### src/rtl/fws_pkg.sv
package fws_pkg;
    localparam int WORD_W  = 32;
    localparam int OPC_W   = 5;
    localparam int EXT_W   = 3;
    localparam int REG_W   = 3;

    localparam int OPC_LSB = 27;
    localparam int EXT_LSB = 24;
    localparam int DST_LSB = 21;

    localparam logic [OPC_W-1:0] OP_BR_FIRST = 5'd16;
    localparam logic [OPC_W-1:0] OP_BR_LAST  = 5'd21;
    localparam logic [OPC_W-1:0] OP_STORE    = 5'd25;
    localparam logic [OPC_W-1:0] OP_SYSCALL  = 5'd26;
    localparam logic [OPC_W-1:0] OP_TOP      = 5'd26;

    localparam logic [EXT_W-1:0] SC_READ_NUM = 3'd0;
    localparam logic [EXT_W-1:0] SC_READ_CHR = 3'd2;

    typedef enum logic {
        PH_IDLE,
        PH_SCAN
    } phase_e;
endpackage

### src/rtl/fws_dest_decode.sv
module fws_dest_decode
    import fws_pkg::*;
#(
    parameter int NUM_REGS = 7,
    parameter int PC_REG   = 6
) (
    input  logic [WORD_W-1:0] word,
    input  logic [REG_W-1:0]  target,
    output logic              hit
);
    logic [OPC_W-1:0]    opc;
    logic [EXT_W-1:0]    ext;
    logic [REG_W-1:0]    dst;
    logic                writes;
    logic [NUM_REGS-1:0] dst_vec;

    always_comb begin
        opc = word[OPC_LSB +: OPC_W];
        ext = word[EXT_LSB +: EXT_W];
        dst = word[DST_LSB +: REG_W];
    end

    // operation class decides whether the first register field is written
    always_comb begin
        if (opc > OP_TOP) begin
            writes = 1'b0;
        end else if (opc >= OP_BR_FIRST && opc <= OP_BR_LAST) begin
            writes = 1'b0;
        end else if (opc == OP_STORE) begin
            writes = 1'b0;
        end else if (opc == OP_SYSCALL) begin
            writes = (ext == SC_READ_NUM) || (ext == SC_READ_CHR);
        end else begin
            writes = 1'b1;
        end
    end

    // one-hot destination vector; the program counter slot is tied low
    for (genvar r = 0; r < NUM_REGS; r++) begin : g_dst
        if (r == PC_REG) begin : g_pc
            assign dst_vec[r] = 1'b0;
        end else begin : g_gp
            assign dst_vec[r] = writes && (dst == REG_W'(r));
        end
    end

    always_comb begin
        hit = 1'b0;
        for (int r = 0; r < NUM_REGS; r++) begin
            if (target == REG_W'(r)) begin
                hit = dst_vec[r];
            end
        end
    end
endmodule

### src/rtl/fws_pos_counter.sv
module fws_pos_counter #(
    parameter int MAX_WORDS = 8192,
    parameter int IDX_W     = $clog2(MAX_WORDS)
) (
    input  logic             clk,
    input  logic             rst_n,
    input  logic             clear,
    input  logic             advance,
    output logic [IDX_W-1:0] pos,
    output logic             spill,
    output logic             ovf_q
);
    localparam int CNT_W = $clog2(MAX_WORDS + 1);

    typedef struct packed {
        logic [CNT_W-1:0] count;
        logic             ovf;
    } cnt_t;

    cnt_t cnt_d, cnt_q;

    always_comb begin
        cnt_d = cnt_q;
        spill = advance && (cnt_q.count == CNT_W'(MAX_WORDS));
        if (clear) begin
            cnt_d.count = '0;
            cnt_d.ovf   = 1'b0;
        end else if (advance) begin
            if (spill) begin
                cnt_d.ovf = 1'b1;
            end else begin
                cnt_d.count = cnt_q.count + 1'b1;
            end
        end
    end

    always_ff @(posedge clk) begin
        if (!rst_n) begin
            cnt_q <= '0;
        end else begin
            cnt_q <= cnt_d;
        end
    end

    assign pos   = cnt_q.count[IDX_W-1:0];
    assign ovf_q = cnt_q.ovf;
endmodule

### src/rtl/first_write_scan.sv
module first_write_scan
    import fws_pkg::*;
#(
    parameter int MAX_WORDS = 8192,
    parameter int NUM_REGS  = 7,
    parameter int PC_REG    = 6,
    localparam int IDX_W    = $clog2(MAX_WORDS)
) (
    input  logic              clk,
    input  logic              rst_n,
    input  logic              start,
    input  logic [REG_W-1:0]  target_reg,
    input  logic              word_valid,
    input  logic [WORD_W-1:0] word_data,
    input  logic              word_last,
    output logic              done,
    output logic              found,
    output logic [IDX_W-1:0]  index
);
    typedef struct packed {
        phase_e           phase;
        logic [REG_W-1:0] target;
        logic             seen;
        logic [IDX_W-1:0] seen_idx;
        logic             done;
        logic             res_found;
        logic [IDX_W-1:0] res_idx;
    } scan_t;

    scan_t st_d, st_q;

    logic             accept;
    logic             word_hit;
    logic             new_hit;
    logic [IDX_W-1:0] pos;
    logic             spill;
    logic             ovf_q;

    fws_dest_decode #(
        .NUM_REGS (NUM_REGS),
        .PC_REG   (PC_REG)
    ) u_decode (
        .word   (word_data),
        .target (st_q.target),
        .hit    (word_hit)
    );

    fws_pos_counter #(
        .MAX_WORDS (MAX_WORDS),
        .IDX_W     (IDX_W)
    ) u_count (
        .clk     (clk),
        .rst_n   (rst_n),
        .clear   (start),
        .advance (accept),
        .pos     (pos),
        .spill   (spill),
        .ovf_q   (ovf_q)
    );

    always_comb begin
        st_d      = st_q;
        st_d.done = 1'b0;
        accept    = (st_q.phase == PH_SCAN) && word_valid && !start;
        new_hit   = accept && word_hit && !st_q.seen && !spill && !ovf_q;

        if (start) begin
            st_d.phase     = PH_SCAN;
            st_d.target    = target_reg;
            st_d.seen      = 1'b0;
            st_d.seen_idx  = '0;
            st_d.res_found = 1'b0;
            st_d.res_idx   = '0;
        end else if (accept) begin
            if (new_hit) begin
                st_d.seen     = 1'b1;
                st_d.seen_idx = pos;
            end
            if (word_last) begin
                st_d.phase = PH_IDLE;
                st_d.done  = 1'b1;
                if ((st_q.seen || new_hit) && !(ovf_q || spill)) begin
                    st_d.res_found = 1'b1;
                    st_d.res_idx   = st_q.seen ? st_q.seen_idx : pos;
                end else begin
                    st_d.res_found = 1'b0;
                    st_d.res_idx   = '0;
                end
            end
        end
    end

    always_ff @(posedge clk) begin
        if (!rst_n) begin
            st_q <= '0;
        end else begin
            st_q <= st_d;
        end
    end

    assign done  = st_q.done;
    assign found = st_q.res_found;
    assign index = st_q.res_idx;
endmodule

### config.mk
export PLATFORM = sky130hd
export DESIGN_NAME = first_write_scan
export DESIGN_NICKNAME = d
export VERILOG_FILES = /design/src/rtl/fws_pkg.sv /design/src/rtl/fws_dest_decode.sv /design/src/rtl/fws_pos_counter.sv /design/src/rtl/first_write_scan.sv
export SDC_FILE = /design/constraint.sdc
export NUM_CORES = 1
export LEC_CHECK = 0
export BUFFER_PORTS_ARGS = -buffer_cell sky130_fd_sc_hd__buf_2
export CORE_UTILIZATION = 50
export CTS_CLUSTER_SIZE = 16
export DETAILED_ROUTE_END_ITERATION = 10
export PLACE_DENSITY = 0.76
export SETUP_SLACK_MARGIN = 0.1
export SLEW_MARGIN = 30
export SYNTH_ARGS = -nofsm -noshare
export SYNTH_HDL_FRONTEND = slang
export SYNTH_SLANG_ARGS = --single-unit
### constraint.sdc
create_clock -name clk -period 4.8 [get_ports clk]
set_input_delay 0.24 -clock clk [delete_from_list [all_inputs] [get_ports clk]]
set_output_delay 0.24 -clock clk [all_outputs]
set_load 0.05 [all_outputs]
# Word level (Yosys, flattened, before mapping)
# Index checks and enable logic that the tools add are counted.
# Widths: inputs -> output; s select.
word_totals:
  regBits: 48
  inputBits: 40
  output_inout_bits: 15
  elab_cells: 83
classes:
  addsub: 1
  order_cmp: 3
  eq_ne: 15
  n_mux: 17
  bitwise_logic: 3
  n_reduce_logical: 35
op_table:
  columns: ["op", "n"]
  rows:
  - ["$eq 3x2->1 const B", 5]
  - ["$eq 3x3->1 const B", 5]
  - ["$logic_and 1x1->1", 15]
  - ["$mux 15", 1]
  - ["$add 14x1->14 const B", 1]
  - ["$eq 14x14->1 const B", 1]
  - ["$mux 1", 14]
  - ["$mux 14", 1]
  - ["$mux 13", 1]
  - ["$eq 5x5->1 const B", 2]
  - ["$reduce_and 2->1", 5]
  - ["$logic_not 3->1", 3]
  - ["$eq 3x1->1 const B", 2]
  - ["$ge 5x5->1 const B", 1]
  - ["$gt 5x5->1 const B", 1]
  - ["$le 5x5->1 const B", 1]
  - ["$logic_not 1->1", 5]
  - ["$reduce_bool 2->1", 2]
  - ["$logic_or 1x1->1", 3]
  - ["$not 1->1", 3]
  - ["$reduce_or 3->1", 1]
  - ["$reduce_or 2->1", 1]

# Longest topological paths before layout
logic_depth:
  depth_word: 22
  ltp_mapped: 8
  depth_no_buf: 7

# By module
# From an unflattened synthesis, not the netlist that was laid out.
hier_totals:
  hier_cells: 259
  hier_area_um2: 2404.8
by_module_without_submodules:
  columns: ["mod", "n_inst", "cells_per_inst", "area_each_um2"]
  rows:
  - ["first_write_scan", 1, 146, 1455.1]
  - ["fws_pos_counter", 1, 94, 819.5]
  - ["fws_dest_decode", 1, 19, 130.1]

# Worst setup path before layout
# No wires, ideal clock.
synth_path:
  path_type: "register to register"
  from: "register u_count.cnt_q, in the netlist u_count.pos[0]"
  to: "register st_q, in the netlist index[10]"
  setup_ps: 74
  t_arrival_ps: 1657
  path_slack_ps: 3069
  path_stages_with_launch: 8
  path_buffers: 1
  synth_period_minus_slack_ps: 1731
  cell_sequence: "dfxtp_1 > inv_1 > ha_1 > nor4b_1 > and4_1 > or3_4 > buf_2 > o21ai_0"
synth_between:
  elab_chain_cells: 8
  elab_cells_between_ends: 10
  classes_between: "eq/ne (1); mux (1); reduce/logical (8)"
synth_lines:
  columns: ["item", "line", "rtl"]
  rows:
  - ["from (decl)", "fws_pos_counter.sv:20", "cnt_t cnt_d, cnt_q;"]
  - ["from (signal assigned)", "fws_pos_counter.sv:41", "cnt_q <= cnt_d;"]
  - ["$eq 14x14->1 (*)", "fws_pos_counter.sv:24", "spill = advance && (cnt_q.count == CNT_W'(MAX_WORDS));"]
  - ["$logic_and 1x1->1 (*)", "fws_pos_counter.sv:24", null]
  - ["$logic_not 1->1", "first_write_scan.sv:65", "new_hit = accept && word_hit && !st_q.seen && !spill && !ovf_q;"]
  - ["$logic_and 1x1->1 (2 in series)", "first_write_scan.sv:65", null]
  - ["$logic_or 1x1->1", "first_write_scan.sv:82", "if ((st_q.seen || new_hit) && !(ovf_q || spill)) begin"]
  - ["$logic_and 1x1->1 (*)", "first_write_scan.sv:82", null]
  - ["$mux 14 (*)", "first_write_scan.sv:82", null]
  - ["to (signal assigned)", "first_write_scan.sv:97", "st_q <= st_d;"]
  - ["to (decl)", "first_write_scan.sv:30", "scan_t st_d, st_q;"]
# Mark *: on every way between the ends. The rest lies on a longest branch, timed or not.
# A chain may end at the register's enable or synchronous reset.

# Worst setup path after layout
layout_path:
  from: "register st_q[28] in the netlist's numbering"
  to: "register st_q[17] in the netlist's numbering"
layout_between:
  elab_chain_cells: 5
layout_lines:
  columns: ["item", "line"]
  rows:
  - ["$logic_not 1->1", "first_write_scan.sv:65"]
  - ["$logic_and 1x1->1 (3 in series)", "first_write_scan.sv:65"]
  - ["$reduce_and 2->1 (no source line)", null]
# No other way between the ends.

==> results.sh <==
export IMPL_skew_ns=0.00984
export IMPL_synth_avg_cell_area_um2=8.64
export IMPL_synth_flop_cell="dfxtp_1"
export IMPL_fin_nets=306
export IMPL_hold_buffers=0
export IMPL_start_kind="flip-flop"
export IMPL_post_cts_resized=0
export IMPL_hold_viol_final=0
export IMPL_num_io_pins=55
export IMPL_place_ws_ns=2.55
export IMPL_grt_pass1_vias=1372
export IMPL_path_clk_slew_ns=0.09
export IMPL_switching_share=0.220
export IMPL_coreArea_mm2=0.00409
export IMPL_p_leak_nw=0.857
export IMPL_synth_cell_type_count=39
export IMPL_clock_power_share=0.396
export IMPL_synth_edf_count=0
export IMPL_num_vias=1701
export IMPL_fmax_ghz=0.443
export IMPL_portBuffers=32
export IMPL_cts_root_buf="clkbuf_8"
export IMPL_place_hpwl_um=2820
export IMPL_relSlewSlack=0.394
export IMPL_grt_antenna_before_repair=0
export IMPL_postCtsSetupRepairBufs=0
export IMPL_synth_cells=253
export IMPL_ys_seq_elements=48
export IMPL_cell_internal_pwr_mw=0.568
export IMPL_setup_violations=0
export IMPL_grt_max_degree=29
export IMPL_worstMarginPinSlew_ns=0.909
export IMPL_gr_total_overflow=0
export IMPL_antenna_cells=0
export IMPL_synth_top_cell_area_share=0.439
export IMPL_syn_nets=295
export IMPL_wirelength_um=4080
export IMPL_period_share=0.470
export IMPL_die_y_um=68.1
export IMPL_yosys_area_top_type="dfxtp_1"
export IMPL_wl_per_cell_um=12.9
export IMPL_ir_worst_vdd_mv=0.150
export IMPL_slew_violations=0
export IMPL_viasPerCell=5.40
export IMPL_worst_endpoint_required_ns=4.98
export IMPL_ant_nets=0
export IMPL_p_sw_mw=0.160
export IMPL_cap_violations=0
export IMPL_seqPwrFrac=0.553
export IMPL_worstPathMaxFanout=27
export IMPL_drt_first_iter_violations=142
export IMPL_initial_core_util=0.535
export IMPL_htreeDepth=2
export IMPL_grt_pass1_wl_um=6430
export IMPL_gp_congestion=0.819
export IMPL_drc=0
export IMPL_firstDrtPassIters=4
export IMPL_power_frac_comb=0.051
export IMPL_ys_warn_count=0
export IMPL_power_density_mw_per_mm2=311
export IMPL_fp_row_count=23
export IMPL_die_area_mm2=0.00464
export IMPL_syn2layout_area_growth_pct=6.92
export IMPL_rsz0062_at_grt="no"
export IMPL_hold_path_class="in2reg"
export IMPL_synth_area_mm2=0.00219
export IMPL_synth_common_cells="dfxtp_1 (48), nand2_1 (29), nor2_1 (18), o21ai_0 (18), a21oi_1 (17)"
export IMPL_synthTopCellsByArea="dfxtp_1 (44%), nand2_1 (5.0%), a22oi_1 (4.5%), buf_4 (4.5%), o21ai_0 (4.1%)"
export IMPL_critical_path_class="reg2reg"
export IMPL_worstSetupEndpointType="flip-flop"
export IMPL_arrival_ns=2.44
export IMPL_die_w_um=68.1
export IMPL_worst_slack_ns=2.55
export IMPL_track_usage=0.186
export IMPL_clock_sinks=48
export IMPL_outcome="finished, final reports clean"
export IMPL_fin_crit_ns=2.25
export IMPL_synth_most_common_cell="dfxtp_1"
export IMPL_synth_yosys_seq_area_share=0.439
export IMPL_insertion_delay_ns=0.30
export IMPL_drive_gt1_frac=0.185
export IMPL_cts_made_buffers=5
export IMPL_cts_tree="built"
export IMPL_async_reset_ff_frac=0
export IMPL_cts_max_path_buffers=2
export IMPL_timing_setup_tns_ns=0
through the flow:
stage                     instances  hold slack, ns   util  power (mW)  instance area (um2)
after floorplan                 253           0.368      -       0.439                 2190
after global placement          307           0.429  0.543       0.448                 2220
after detailed placement        307           0.441  0.545       0.450                 2230
after CTS                       315           0.191  0.572       0.735                 2340
after global routing            315           0.213  0.572       0.752                 2340
final                           315           0.200  0.572       0.728                 2340
final cells by class:
| type | instances | area [um2] |
|---|---|---|
| fillers | 376 | 1750 |
| multi-input cells | 173 | 1030 |
| flip-flops and latches | 48 | 961 |
| repair buffers | 32 | 160 |
| clock buffers | 5 | 68.8 |
| well taps | 50 | 62.6 |
| clock inverters | 3 | 42.5 |
| inverters | 4 | 15.0 |
metal layers:
metal	global-route usage	share of wire	up-vias
li1	-	-	885
met5	0	0	-
met2	0.283	0.44	29
met3	0.0467	0.040	5
met1	0.257	0.51	782
met4	0.0547	0.011	0
placed cells by master, fill, tap and decap left out, types with 3 or more instances in the layout:
cell type,count
a21oi_1,17
a22oi_1,13
buf_2,32
clkbuf_8,5
dfxtp_1,48
inv_1,4
mux2i_1,5
nand2_1,29
nand3_1,16
nor2_1,18
nor2b_1,7
nor4b_1,3
o21ai_0,18
o21ai_1,9
xnor2_1,4
xor2_1,7
critical path: stages (launching register included):
cell and delay (ns):
dfxtp_1 0.51, a2111oi_2 0.39, and3_1 0.81, nand2_1 0.24
mux2i_1 0.17
power by group through the flow:
stage	clock (mW)	sequential (mW)	combinational [mW]
2_1_floorplan	0	0.412	0.0272
3_3_place_gp	0	0.412	0.0362
3_5_place_dp	0	0.412	0.0373
4_1_cts	0.295	0.403	0.0373
5_1_grt	0.307	0.403	0.0413
6_report	0.288	0.403	0.0371
cell families after synthesis:
kind of cell | count (synthesis) | share of synthesized area
AOI/OAI and AO/OA | 63 | 0.170
xor gates and xnor gates | 11 | 0.0440
adders and majority gates | 2 | 0.0114
buffers and inverters | 32 | 0.0944
DFF | 48 | 0.439
muxes | 5 | 0.0229
and+or+nand+nor | 92 | 0.218
flip-flops by register name, summed over array words and instances (netlist names):
name,cells
st_q,18
u_count.ovf_q,1
found,1
done,1
u_count.cnt_q,1
u_count.pos,13
index,13
worst paths after layout:
check | start | endpoint | slack [ns] | cells after the start
worst max register to register | st_q[28]$_SDFFE_PP0P_ | st_q[17]$_SDFFE_PP0P_ | 2.55 | 4
worst min-delay path | target_reg[1] | st_q[30]$_SDFFE_PN0P_ | 0.20 | 3
worst max-delay path | st_q[28]$_SDFFE_PP0P_ | st_q[17]$_SDFFE_PP0P_ | 2.55 | 4
worst min register to register | index[4]$_SDFFE_PP0P_ | index[4]$_SDFFE_PP0P_ | 0.45 | 2
Power figures use the tool's default switching activity.
